<file path="src/rtl/rcmp_pkg.sv">
package rcmp_pkg;
  // Lines left over after the three flags: per-bit operand copies,
  // product-gate control copies, equality-gate controls, OR-chain pass-throughs.
  function automatic int garbage_lines(input int w);
    return 5 * w - 3;
  endfunction
endpackage

</file>
<file path="src/rtl/rcmp_inv.sv">
module rcmp_inv (
  input  logic a_i,
  output logic y_o
);
  assign y_o = ~a_i;

  always_comb begin
    assert_inv_recover_R5: assert (a_i == ~y_o)
      else $error("inverter input not recoverable");
  end
endmodule

</file>
<file path="src/rtl/rcmp_ctl_inv.sv">
module rcmp_ctl_inv #(
  parameter int NCTL = 2
) (
  input  logic [NCTL-1:0] ctl_i,
  input  logic            tgt_i,
  output logic [NCTL-1:0] ctl_o,
  output logic            tgt_o
);
  assign ctl_o = ctl_i;
  assign tgt_o = tgt_i ^ (&ctl_i);

  always_comb begin
    assert_ctl_pass_R6: assert (ctl_o == ctl_i)
      else $error("control lines altered");
    assert_ctl_recover_R6: assert (tgt_i == (tgt_o ^ (&ctl_o)))
      else $error("target not recoverable");
  end
endmodule

</file>
<file path="src/rtl/rcmp_xand.sv">
module rcmp_xand (
  input  logic a_i,
  input  logic b_i,
  input  logic c_i,
  output logic p_o,
  output logic q_o,
  output logic r_o
);
  assign p_o = a_i;
  assign q_o = a_i ^ b_i;
  assign r_o = (a_i & ~b_i) ^ c_i;

  always_comb begin
    assert_xand_recover_R7: assert ({a_i, b_i, c_i} ==
        {p_o, p_o ^ q_o, r_o ^ (p_o & q_o)})
      else $error("xand inputs not recoverable");
  end
endmodule

</file>
<file path="src/rtl/rcmp_orx.sv">
module rcmp_orx (
  input  logic a_i,
  input  logic b_i,
  input  logic c_i,
  output logic p_o,
  output logic q_o,
  output logic r_o
);
  assign p_o = a_i;
  assign q_o = b_i;
  assign r_o = (a_i | b_i) ^ c_i;

  always_comb begin
    assert_orx_recover_R8: assert ({a_i, b_i, c_i} == {p_o, q_o, r_o ^ (p_o | q_o)})
      else $error("orx inputs not recoverable");
  end
endmodule

</file>
<file path="src/rtl/rev_mag_cmp.sv">
module rev_mag_cmp #(
  parameter int WIDTH = 4,
  localparam int GW = rcmp_pkg::garbage_lines(WIDTH)
) (
  input  logic [WIDTH-1:0] opa_i,
  input  logic [WIDTH-1:0] opb_i,
  output logic             a_eq_o,
  output logic             a_gt_o,
  output logic             a_lt_o,
  output logic [GW-1:0]    garbage_o
);
  localparam int OFS_GCOPY = WIDTH;              // WIDTH-1 lines
  localparam int OFS_EQCTL = 2 * WIDTH - 1;      // WIDTH lines
  localparam int OFS_ORCH  = 3 * WIDTH - 1;      // 2*(WIDTH-1) lines

  logic [WIDTH-1:0] diff;   // a xor b per bit
  logic [WIDTH-1:0] xeq;    // per-bit equality
  logic [WIDTH-1:0] agtb;   // a and not b per bit
  logic [WIDTH-1:0] term;   // greater-than product terms
  logic [WIDTH-1:0] acc;    // OR-chain accumulator
  logic             eq_raw;
  logic             lt_or;

  // Per-bit front end: xand gate with tied constant, then inverter.
  for (genvar i = 0; i < WIDTH; i++) begin : g_bit
    rcmp_xand u_xand (
      .a_i(opa_i[i]), .b_i(opb_i[i]), .c_i(1'b0),
      .p_o(garbage_o[i]), .q_o(diff[i]), .r_o(agtb[i])
    );
    rcmp_inv u_inv (.a_i(diff[i]), .y_o(xeq[i]));
  end

  // Top product term needs no gate.
  assign term[WIDTH-1] = agtb[WIDTH-1];

  // Product stages: stage k forms x[W-1..k+1]·agtb[k]; equality lines pass
  // through each stage's controls and carry on to the next stage.
  for (genvar k = WIDTH - 2; k >= 0; k--) begin : g_prod
    localparam int NX = WIDTH - 1 - k;
    logic [NX-1:0] xin;
    logic [NX-1:0] xout;
    if (k == WIDTH - 2) begin : g_first
      assign xin = xeq[WIDTH-1];
    end else begin : g_next
      assign xin = {g_prod[k+1].xout, xeq[k+1]};
    end
    rcmp_ctl_inv #(.NCTL(NX + 1)) u_and (
      .ctl_i({xin, agtb[k]}), .tgt_i(1'b0),
      .ctl_o({xout, garbage_o[OFS_GCOPY+k]}), .tgt_o(term[k])
    );
  end

  // Equality: AND of all per-bit equality lines.
  rcmp_ctl_inv #(.NCTL(WIDTH)) u_eq (
    .ctl_i({g_prod[0].xout, xeq[0]}), .tgt_i(1'b0),
    .ctl_o(garbage_o[OFS_EQCTL +: WIDTH]), .tgt_o(eq_raw)
  );

  // OR chain over product terms.
  assign acc[WIDTH-1] = term[WIDTH-1];
  for (genvar k = WIDTH - 2; k >= 0; k--) begin : g_or
    rcmp_orx u_or (
      .a_i(acc[k+1]), .b_i(term[k]), .c_i(1'b0),
      .p_o(garbage_o[OFS_ORCH+2*k]), .q_o(garbage_o[OFS_ORCH+2*k+1]),
      .r_o(acc[k])
    );
  end

  // Less-than: not (gt or eq); the gate's pass-throughs provide the flags.
  rcmp_orx u_ltor (
    .a_i(acc[0]), .b_i(eq_raw), .c_i(1'b0),
    .p_o(a_gt_o), .q_o(a_eq_o), .r_o(lt_or)
  );
  rcmp_inv u_ltinv (.a_i(lt_or), .y_o(a_lt_o));

  always_comb begin
    assert_eq_flag_R1: assert (a_eq_o == (opa_i == opb_i))
      else $error("equal flag wrong");
    assert_gt_flag_R2: assert (a_gt_o == (opa_i > opb_i))
      else $error("greater flag wrong");
    assert_lt_flag_R3: assert (a_lt_o == (opa_i < opb_i))
      else $error("less flag wrong");
    assert_flags_onehot_R4: assert ($onehot({a_eq_o, a_gt_o, a_lt_o}))
      else $error("flags not one-hot");
    assert_opa_copy_R9: assert (garbage_o[WIDTH-1:0] == opa_i)
      else $error("operand copy lost");
  end
endmodule

</file>
<file path="config.mk">
export PLATFORM = sky130hd
export DESIGN_NAME = rev_mag_cmp
export DESIGN_NICKNAME = d
export VERILOG_FILES = /design/src/rtl/rcmp_pkg.sv /design/src/rtl/rcmp_inv.sv /design/src/rtl/rcmp_ctl_inv.sv /design/src/rtl/rcmp_xand.sv /design/src/rtl/rcmp_orx.sv /design/src/rtl/rev_mag_cmp.sv
export SDC_FILE = /design/constraint.sdc
export NUM_CORES = 1
export LEC_CHECK = 0
export BUFFER_PORTS_ARGS = -buffer_cell sky130_fd_sc_hd__buf_4
export CORE_AREA = 2 2 39 41
export DETAILED_ROUTE_END_ITERATION = 12
export DIE_AREA = 0 0 41 43
export GPL_ROUTABILITY_DRIVEN = 0
export PLACE_DENSITY = 0.61
export SYNTH_ARGS = -nofsm -noshare
export SYNTH_HDL_FRONTEND = slang
export SYNTH_SLANG_ARGS = --single-unit
export TNS_END_PERCENT = 50
</file>
<file path="constraint.sdc">
create_clock -name vclk -period 1.42
set_input_delay 0.284 -clock vclk [all_inputs]
set_output_delay 0.284 -clock vclk [all_outputs]
set_load 0.02 [all_outputs]
</file>
[After elaboration in Yosys (flattened, before gate mapping)]
Index checks and enable logic that the tools add are counted.
Storage, ports and cells
  ROM bits: 0
  memories: 0
  memory bits (writable): 0
  input bits: 8
  output and inout port bits: 20
  latch bits: 0
  register bits: 0
  logic and storage cells: 25
Operators by class
  $lt $le $gt $ge: 0
  bitwise gates (word level): 21
  add/sub/neg operators: 0
  equal/unequal tests: 0
  reduce and logical (&&, ||, !) cells: 4
  multiplexer cells: 0
  $mul: 0
  divide/modulo/power cells: 0
  shifts and indexed selects: 0
Operators with widths (count)
  inverter 1 bit: 9
  AND reduction 4 bit: 2
  bitwise AND 1 bit: 4
  OR 1 bit: 4
  bitwise XOR 1 bit: 4
  AND reduction 3 bit: 1
  AND reduction 2 bit: 1

[Longest topological paths before layout]
Gate-level depths: netlist of run 1.
  depth in word-level cells: 8
  depth in mapped cells: 6
  mapped depth without buffers: 5

[Hierarchy]
Synthesis of run 1 repeated with hierarchy kept, for this count alone.
Second synthesis, totals
  cells, all modules: 63
  area total of the unflattened synthesis: 441.7 µm²
Modules (own cells, without submodules)
  rcmp_xand: times used 4, area an instance 36.3 µm², cells each 5, seq. area each 0.0 µm²
  rcmp_orx: times used 4, area an instance 30.0 µm², cells each 4, seq. area each 0.0 µm²
  rcmp_ctl_inv at g_prod[0].u_and ...: times used 2, area an instance 45.0 µm², cells each 6, seq. area each 0.0 µm²
  rcmp_ctl_inv at g_prod[1].u_and: times used 1, area an instance 36.3 µm², cells each 5, seq. area each 0.0 µm²
  rcmp_ctl_inv at g_prod[2].u_and: times used 1, area an instance 27.5 µm², cells each 4, seq. area each 0.0 µm²
  rcmp_inv: times used 5, area an instance 3.8 µm², cells each 1, seq. area each 0.0 µm²
  rev_mag_cmp: times used 1, area an instance 3.8 µm², cells each 1, seq. area each 0.0 µm²

[Least setup slack after synthesis of run 1]
No wires, ideal clock.
  kind: input port to output port
  from: input opb_i[2]
  to: output a_lt_o
  arrival: 1.286 ns
  required time: 1.136 ns
  path slack: -0.150 ns
  cell stages on the path: 5
  path buffers: 0
  path through: inv_1 > ha_1 > a21o_1 > a21oi_2 > nor3b_2
Between the ends
  elaborated cells between the ends (all ways): 13
  classes of those cells: 9 x bitwise; 4 x reduce/logical
RTL lines
  start, declared: line rev_mag_cmp.sv:6  | input logic [WIDTH-1:0] opb_i,
  bitwise XOR 1 bit *: line rcmp_xand.sv:10  | assign q_o = a_i ^ b_i;
  inverter 1 bit *: line rcmp_inv.sv:5  | assign y_o = ~a_i;
  via g_bit[2].u_inv.y_o: line rcmp_inv.sv:3  | output logic y_o
  AND reduction 3 bit: line rcmp_ctl_inv.sv:10  | assign tgt_o = tgt_i ^ (&ctl_i);
  OR 1 bit (2 in series): line rcmp_orx.sv:11  | assign r_o = (a_i | b_i) ^ c_i;
  OR 1 bit *: line rcmp_orx.sv:11
  inverter 1 bit *: line rcmp_inv.sv:5
  end, declared: line rev_mag_cmp.sv:9  | output logic a_lt_o,
The timed path passes the listed nets; every way through them passes the cells marked *.

[Worst setup path in the final report of run 1]
  from: input opa_i[2]
  to: output a_lt_o
Between the ends
  cells in the longest elaborated chain, start to end: 7
  elaborated cells between the ends (all ways): 12
  classes of those cells: 8 x bitwise; 4 x reduce/logical
Ends and longest elaborated chain
  start, declared: line rev_mag_cmp.sv:5  | input logic [WIDTH-1:0] opa_i,
  bitwise AND 1 bit / bitwise XOR 1 bit (equally long branches): line rcmp_xand.sv:11, rcmp_xand.sv:10
  AND reduction 2 bit / inverter 1 bit (equally long branches): line rcmp_ctl_inv.sv:10, rcmp_inv.sv:5
  OR 1 bit / AND reduction 3 bit (equally long branches): line rcmp_orx.sv:11, rcmp_ctl_inv.sv:10
  OR 1 bit (2 in series): line rcmp_orx.sv:11
  OR 1 bit *: line rcmp_orx.sv:11
  inverter 1 bit *: line rcmp_inv.sv:5
Mark *: on every way between the ends. The rest lies on a longest branch, timed or not.

==> run summary, run 1 <==
layout clock buffer count - 0
Final Max Slew Viols - 0
post-route ant nets - 0
vias in the first global route - 285
RSZ-0062 raised after global routing - yes
DRT Wirelength - 646 µm
Seq cells - 0
Final Hold Fails - 0
LEAKAGE - 0.277 nW
largest area contributor in the netlist - buf_4
Mapped Cells - 36
CP startpoint kind - primary input
crit path buf inv count - 2
peak supply drop - 101 µV
total power - 238 µW
Die Wd - 41 µm
max incr delay on CP - 0.23 ns
Distinct cells, synth - 12
CP Max Fanout - 2
met1 global-route usage - 6.96%
die area - 1760 µm²
Synth warnings - 0
Crit. End Element - primary output
Synthesized Nets - 48
layout cells sized above 1 - 90.4%
status - finished with violations
violated checks - negative setup slack
Slew HR - 89.6%
antenna violations before repair - 0
register area - 0 µm²
first-pass GRT wire length - 993 µm
final count of negative-setup-slack endpoints - 4
1st-pass router iterations - 2
top-count cell post-synth - buf_4
max_cap viols - 0
Most Crowded Layer GR - met2
Cell Chain, Critical Path - buf_8, ha_4, a21o_1, a21oi_2, nor3b_4, buf_6
Post-synth top cells - buf_4 (17), inv_1 (6), ha_1 (4)
core area - 1380 µm²
crit path time final - 1.57 ns
row count - 14
Critical Path RT - 1.14 ns
Mapped Avg Cell Area - 7.47 µm²
nets@finish - 66
grt total ovfl - 0
post-layout worst setup margin - -0.146 ns
initial drt markers - 1
delay-heaviest family, CP - compound AO/OA/AOI/OAI gates
power density over the cells - 483 nW/µm²
fmax - 0.639 GHz
Post-DP HPWL - 566 µm
sequential area share after synthesis - 0%
Final Util - 35.5%
WP data arrival - 1.28 ns
top-level I/O count - 28
DR WL/cell - 9.50 µm
largest net degree at the start of global routing - 6
Slew @ Worst Pin - 0.155 ns
Die Span Y - 43 µm
Vias/cell - 3.88
diodes inserted - 0
GRT met3 Usage - 1.05%
top cell type's share of synthesized area - 47.4%
# fillers - 156
cts hold-fix bufs - 0
Buffers on Ports - 28
Area contributors post-synth - buf_4 (47%), ha_1 (19%), inv_1 (8.4%)
slowest CP cell - ha_4
vias - 264
WS Path Type - primary input to primary output
met2 usage - 15.9%
worst hold path class - primary input to primary output
GR Util All Layers - 7.49%
Starting Density - 19.4%
P&R area growth vs syn - 82.8%
# DRC - 0
synthesized cell area - 269 µm²
final cycle utilization of the critical path - 110%
==> path summary, 6_finish.rpt <==
kind	startpoint	endpoint	slack (ns)	cells past startpoint
setup / recovery	opa_i[2]	a_lt_o	-0.15	6
hold / removal	opa_i[2]	garbage_o[2]	0.78	2
==> what timing repair did <==
action                     in CTS  in global routing
resized for setup              15                  4
buffers inserted                2                  0
pin swaps                       4                  3
setup endpoints to repair       7                  6
==> stage by stage <==
step	cells	hold WS [ns]	setup TNS, ns	worst slack, ns	area [µm²]
after floorplan	36	0.681	-0.0345	-0.0345	302
after global placement	66	0.779	-0.621	-0.215	427
after detailed placement	66	0.780	-0.726	-0.236	427
after CTS	68	0.781	-0.485	-0.158	479
after global routing	68	0.783	-0.640	-0.188	492
final	68	0.776	-0.404	-0.146	492
==> kinds of logic after synthesis <==
family	synth area share, %
AO/OA/AOI/OAI	6.05
adder cells (fa/ha/maj)	18.6
buffers and inverters	55.8
AND/OR/NAND/NOR	19.5
==> area by class of cell <==
cell class | count | area, µm² | area share [%]
inverter | 6 | 25.0 | 5.09
multi-input combinational | 13 | 161 | 32.8
timing repair buffer | 33 | 285 | 58.0
tap | 16 | 20.0 | 4.07
==> layer usage <==
metal	vias up	routed length (µm)	part of all wire, %
met5	-	0	0
met4	0	0	0
met3	0	86	13
met2	16	370	57
met1	118	189	29
li1	130	-	-
==> report_power, final <==
group | switching, mW | internal [mW] | total (mW)
registers | 0 | 0 | 0
logic | 0.111 | 0.126 | 0.238
clock network | 0 | 0 | 0
total | 0.111 | 0.126 | 0.238
==> cells in the final DEF, fill, tap and decap left out <==
cell type  instances
ha_2               1
ha_1               1
or2_4              1
nor3b_4            1
buf_8              1
inv_4              1
and2_4             1
buf_4             24
nand4_1            1
inv_2              3
and4_4             1
nand2_2            1
and3_2             1
a21oi_2            1
buf_6              8
inv_1              2
a21o_1             1
ha_4               2
(Power assumes the default switching activity.)
==> inputs of run 2 (changes only) <==
ABC_AREA = 1   (was unset)
MAX_ROUTING_LAYER = met4   (was unset)
PLACE_DENSITY = 0.59   (was 0.61)
clock period = 1.55 ns   (was 1.42 ns; I/O delays follow)
==> run 2 against run 1 <==
Effect of this change: the run now ends clean; flip-flop and latch count is the same; utilization rose by 1.5 points; power down 6.0%; clock-buffer cell count is the same; sequential share of layout area unchanged; synthesized cell count is 17% higher; die area is the same; area after synthesis is the same; global-route usage rose by 0.49 points.
==> run summary, run 2 <==
largest area contributor in the netlist - buf_4 (unchanged)
Buffers on Ports - 28 (unchanged)
largest net degree at the start of global routing - 5 (was 6)
WS Path Type - primary input to primary output (unchanged)
top-level I/O count - 28 (unchanged)
Die Wd - 41 µm (unchanged)
Crit. End Element - primary output (unchanged)
sequential area share after synthesis - 0% (unchanged)
Starting Density - 19.4% (unchanged)
post-route cell area - 513 µm² (was 492 µm²)
Hold Path End - garbage_o[0] (was garbage_o[2])
row count - 14 (unchanged)
initial drt markers - 2 (was 1)
top-count cell post-synth - buf_4 (unchanged)
nets@finish - 73 (was 66)
commonest cells after routing, fill and taps aside - buf_4 (31), inv_1 (7), nand2_1 (4) (was buf_4 (24), buf_6 (8), inv_2 (3))
max_cap viols - 0 (unchanged)
core area - 1380 µm² (unchanged)
Post-synth top cells - buf_4 (17), inv_1 (10), nand2_1 (6) (was buf_4 (17), inv_1 (6), ha_1 (4))
CP Max Fanout - 4 (was 2)
DP Area - 419 µm² (was 427 µm²)
peak supply drop - 163 µV (was 101 µV)
Slew @ Worst Pin - 0.170 ns (was 0.155 ns)
WP data arrival - 1.20 ns (was 1.28 ns)
grt total ovfl - 0 (unchanged)
beginning of the worst hold path - opa_i[0] (was opa_i[2])
Area contributors post-synth - buf_4 (47%), ha_1 (19%), inv_1 (14%) (was buf_4 (47%), ha_1 (19%), inv_1 (8.4%))
layout clock buffer count - 0 (unchanged)
fmax - 0.663 GHz
Mapped Cells - 42 (was 36)
hold depth - 2 (unchanged)
# DRC - 0 (unchanged)
Synthesized Nets - 54 (was 48)
post-route ant nets - 0 (unchanged)
Hold WS - 0.838 ns (was 0.776 ns)
Setup WS pre-CTS - -0.133 ns (was -0.236 ns)
DRT Wirelength - 641 µm (was 646 µm)
die area - 1760 µm² (unchanged)
most common cell after layout, fill and taps aside - buf_4 (unchanged)
antenna violations before repair - 0 (unchanged)
first-pass GRT wire length - 1000 µm (was 993 µm)
status - complete, no violations (was finished with violations)
Post-DP HPWL - 535 µm (was 566 µm)
Synth warnings - 0 (unchanged)
Final Hold Fails - 0 (unchanged)
final count of negative-setup-slack endpoints - 0 (was 4)
crit path time final - 1.51 ns
# fillers - 151 (was 156)
final cycle utilization of the critical path - 97.3%
Distinct cells, synth - 8 (was 12)
vias - 278 (was 264)
register area - 0 µm² (unchanged)
worst hold path class - primary input to primary output (unchanged)
Final Max Slew Viols - 0 (unchanged)
Vias/cell - 3.71 (was 3.88)
post-layout worst setup margin - 0.0414 ns (was -0.146 ns)
GR Util All Layers - 7.98% (was 7.49%)
synthesized cell area - 269 µm² (unchanged)
Slew HR - 88.6% (was 89.6%)
Seq cells - 0 (unchanged)
power density over the cells - 435 nW/µm² (was 483 nW/µm²)
CP startpoint kind - primary input (unchanged)
Die Span Y - 43 µm (unchanged)
vias in the first global route - 253 (was 285)
Critical Path RT - 1.24 ns (was 1.14 ns)
DR WL/cell - 8.55 µm (was 9.50 µm)
P&R area growth vs syn - 90.7% (was 82.8%)
1st-pass router iterations - 2 (unchanged)
Setup TNS Final - 0 ns (was -0.404 ns)
RSZ-0062 raised after global routing - yes (unchanged)
LEAKAGE - 0.318 nW (was 0.277 nW)
Mapped Avg Cell Area - 6.40 µm² (was 7.47 µm²)
total power - 223 µW (was 238 µW)
top cell type's share of synthesized area - 47.4% (unchanged)
layout cells sized above 1 - 79.7% (was 90.4%)
diodes inserted - 0 (unchanged)
cts hold-fix bufs - 0 (unchanged)
## run 2: metal layers
metal | GRT usage [%] | share of wire (%)
met1 | 7.59 | 31
met2 | 16.9 | 57
met3 | 0 | 12
met4 | 0 | 0
met5 | - | 0
## run 2: kinds of logic after synthesis
family / Yosys count / synth area share, %
buffers and inverters: 27 / 61.4
and+or+nand+nor: 10 / 16.7
adders and majority gates: 4 / 18.6
AOI/OAI and AO/OA: 1 / 3.26
## run 2: through the flow
stage	util, %	instances
floorplan	-	42
global placement	30.3	74
detailed placement	30.3	74
CTS	34.7	75
global route	37.1	75
finish	37.1	75
## run 2: repair_timing
item,4_1_cts,5_1_grt
pin swaps,2,4
endpoints found under the setup margin,4,6
setup buffers,1,0
resized for setup,7,10
## run 2: worst max-delay path by stage
stage / depth (start not counted) / end / start
finish: 7 / garbage_o[11] / opb_i[3]
global route: 7 / a_lt_o / opb_i[3]
CTS: 7 / a_lt_o / opb_i[3]
detailed placement: 6 / a_lt_o / opa_i[3]
global placement: 8 / a_lt_o / opa_i[3]
floorplan: 7 / a_lt_o / opb_i[3]
## run 2: final cells by class
type | count | area (µm²) | area share [%]
inverters | 10 | 40.0 | 7.80
multi-input cells | 15 | 186 | 36.3
well taps | 16 | 20.0 | 3.90
repair buffers | 34 | 267 | 52.0
## run 2: critical path, cell delays in order
cell and delay [ns]:
buf_4 0.11, inv_2 0.06, ha_4 0.22, a21oi_4 0.18, buf_4 0.13, nand2_1 0.04, buf_4 0.15
## run 2: power breakdown
part / switching (mW) / internal [mW] / leakage, nW / total (mW)
clock network: 0 / 0 / 0 / 0
registers: 0 / 0 / 0 / 0
logic: 0.114 / 0.109 / 0.318 / 0.223
total: 0.114 / 0.109 / 0.318 / 0.223
==> inputs of run 3 (changes only) <==
ABC_AREA = unset   (was 1)
==> run 3 against run 2 <==
Effect of this change: the flow now finishes with violations (negative setup slack); wire length decreased by 2.2%; worst hold slack worse by 0.0072 ns; via count is 7.6% lower; clock-buffer cell count unchanged; sequential share of layout area did not move; die area did not move; critical path depth unchanged; power down 6.1%; combinational power is 6% lower; final area down 9.5%; utilization decreased by 3.5 points; final cell count is 11% lower.
==> run summary, run 3 (synthesized netlist as in run 1, its figures left out) <==
initial drt markers - 0 (was 2)
Slew HR - 88.7% (was 88.6%)
area of the multi-input gates - 156 µm² (was 186 µm²)
Setup WS pre-CTS - -0.165 ns (was -0.133 ns)
# DRC - 0 (unchanged)
# fillers - 161 (was 151)
WP data arrival - 1.35 ns (was 1.20 ns)
Crit. End Element - primary output (unchanged)
vias - 257 (was 278)
status - finished with violations (was complete, no violations)
cts hold-fix bufs - 0 (unchanged)
violated checks - negative setup slack
Final Hold Fails - 0 (unchanged)
diodes inserted - 0 (unchanged)
die area - 1760 µm² (unchanged)
Post-DP HPWL - 529 µm (was 535 µm)
top-level I/O count - 28 (unchanged)
final cycle utilization of the critical path - 107% (was 97.3%)
grt total ovfl - 0 (unchanged)
Vias/cell - 3.84 (was 3.71)
largest net degree at the start of global routing - 7 (was 5)
CP startpoint kind - primary input (unchanged)
first-pass GRT wire length - 828 µm (was 1000 µm)
vias in the first global route - 228 (was 253)
Die Wd - 41 µm (unchanged)
CP Max Fanout - 3 (was 4)
Final Max Slew Viols - 0 (unchanged)
critical path launch point - opb_i[2] (was opb_i[3])
fmax - 0.603 GHz (was 0.663 GHz)
max_cap viols - 0 (unchanged)
1st-pass router iterations - 1 (was 2)
power density over the cells - 452 nW/µm² (was 435 nW/µm²)
post-layout worst setup margin - -0.109 ns (was 0.0414 ns)
antenna violations before repair - 0 (unchanged)
post-route ant nets - 0 (unchanged)
GR Util All Layers - 6.35% (was 7.98%)
row count - 14 (unchanged)
Die Span Y - 43 µm (unchanged)
layout clock buffer count - 0 (unchanged)
Starting Density - 19.4% (unchanged)
core area - 1380 µm² (unchanged)
Hold Path End - garbage_o[2] (was garbage_o[0])
DRT Wirelength - 627 µm (was 641 µm)
nets@finish - 65 (was 73)
Slew @ Worst Pin - 0.170 ns (about the same)
commonest cells after routing, fill and taps aside - buf_4 (26), buf_6 (6), inv_1 (3) (was buf_4 (31), inv_1 (7), nand2_1 (4))
final count of negative-setup-slack endpoints - 3 (was 0)
RSZ-0062 raised after global routing - yes (unchanged)
Seq cells - 0 (unchanged)
register area - 0 µm² (unchanged)
crit path time final - 1.66 ns (was 1.51 ns)
DR WL/cell - 9.36 µm (was 8.55 µm)
worst hold path class - primary input to primary output (unchanged)
peak supply drop - 122 µV (was 163 µV)
beginning of the worst hold path - opa_i[2] (was opa_i[0])
hold depth - 2 (unchanged)
most common cell after layout, fill and taps aside - buf_4 (unchanged)
Buffers on Ports - 28 (unchanged)
Hold WS - 0.831 ns (was 0.838 ns)
LEAKAGE - 0.270 nW (was 0.318 nW)
P&R area growth vs syn - 72.6% (was 90.7%)
Critical Path RT - 1.24 ns (about the same)
layout cells sized above 1 - 86.3% (was 79.7%)
WS Path Type - primary input to primary output (unchanged)
run 3: worst max path at each step:
stage	endpoint	slack (ns)
finish	a_lt_o	-0.11
global route	a_lt_o	-0.19
CTS	a_lt_o	-0.11
detailed placement	a_lt_o	-0.17
global placement	a_lt_o	-0.15
floorplan	garbage_o[13]	0.01
run 3: area by class of cell:
class                           instances  share of cell area, %
Inverter                                6                   5.39
Multi-Input combinational cell         13                   33.7
Tap cell                               16                   4.31
Timing Repair Buffer                   32                   56.6
run 3: per-layer routing:
| layer | part of all wire (%) | wire (µm) | GRT usage, % |
|---|---|---|---|
| met5 | 0 | 0 | - |
| met1 | 30 | 189 | 6.33 |
| met3 | 12 | 74 | 0 |
| met4 | 0 | 0 | 0 |
| met2 | 58 | 363 | 13.1 |
run 3: metrics by stage:
stage                     power [mW]  util (%)  setup TNS (ns)  instance area [µm²]  std cells
final                          0.210      33.5          -0.198                  464         67
after global placement         0.182      29.4          -0.319                  407         65
after CTS                      0.204      32.3          -0.198                  447         66
after global routing           0.224      33.5          -0.380                  464         67
after detailed placement       0.184      29.4          -0.375                  407         65
after floorplan                0.138         -               0                  289         36
run 3: timing repair:
item,in CTS,in global routing
gates resized for setup,10,4
setup buffers,1,1
pin swaps,4,4
endpoints found under the setup margin,4,4
gates cloned,0,0
run 3: power by group:
group | switching [mW] | internal [mW]
Combinational | 0.100 | 0.110
Sequential | 0 | 0
Clock | 0 | 0
Total | 0.100 | 0.110
run 3: worst max-delay path, stage by stage:
cell,delay [ns]
buf_6,0.10
inv_4,0.04
ha_4,0.18
a21o_1,0.16
a21oi_2,0.19
nor3b_4,0.22
buf_6,0.14
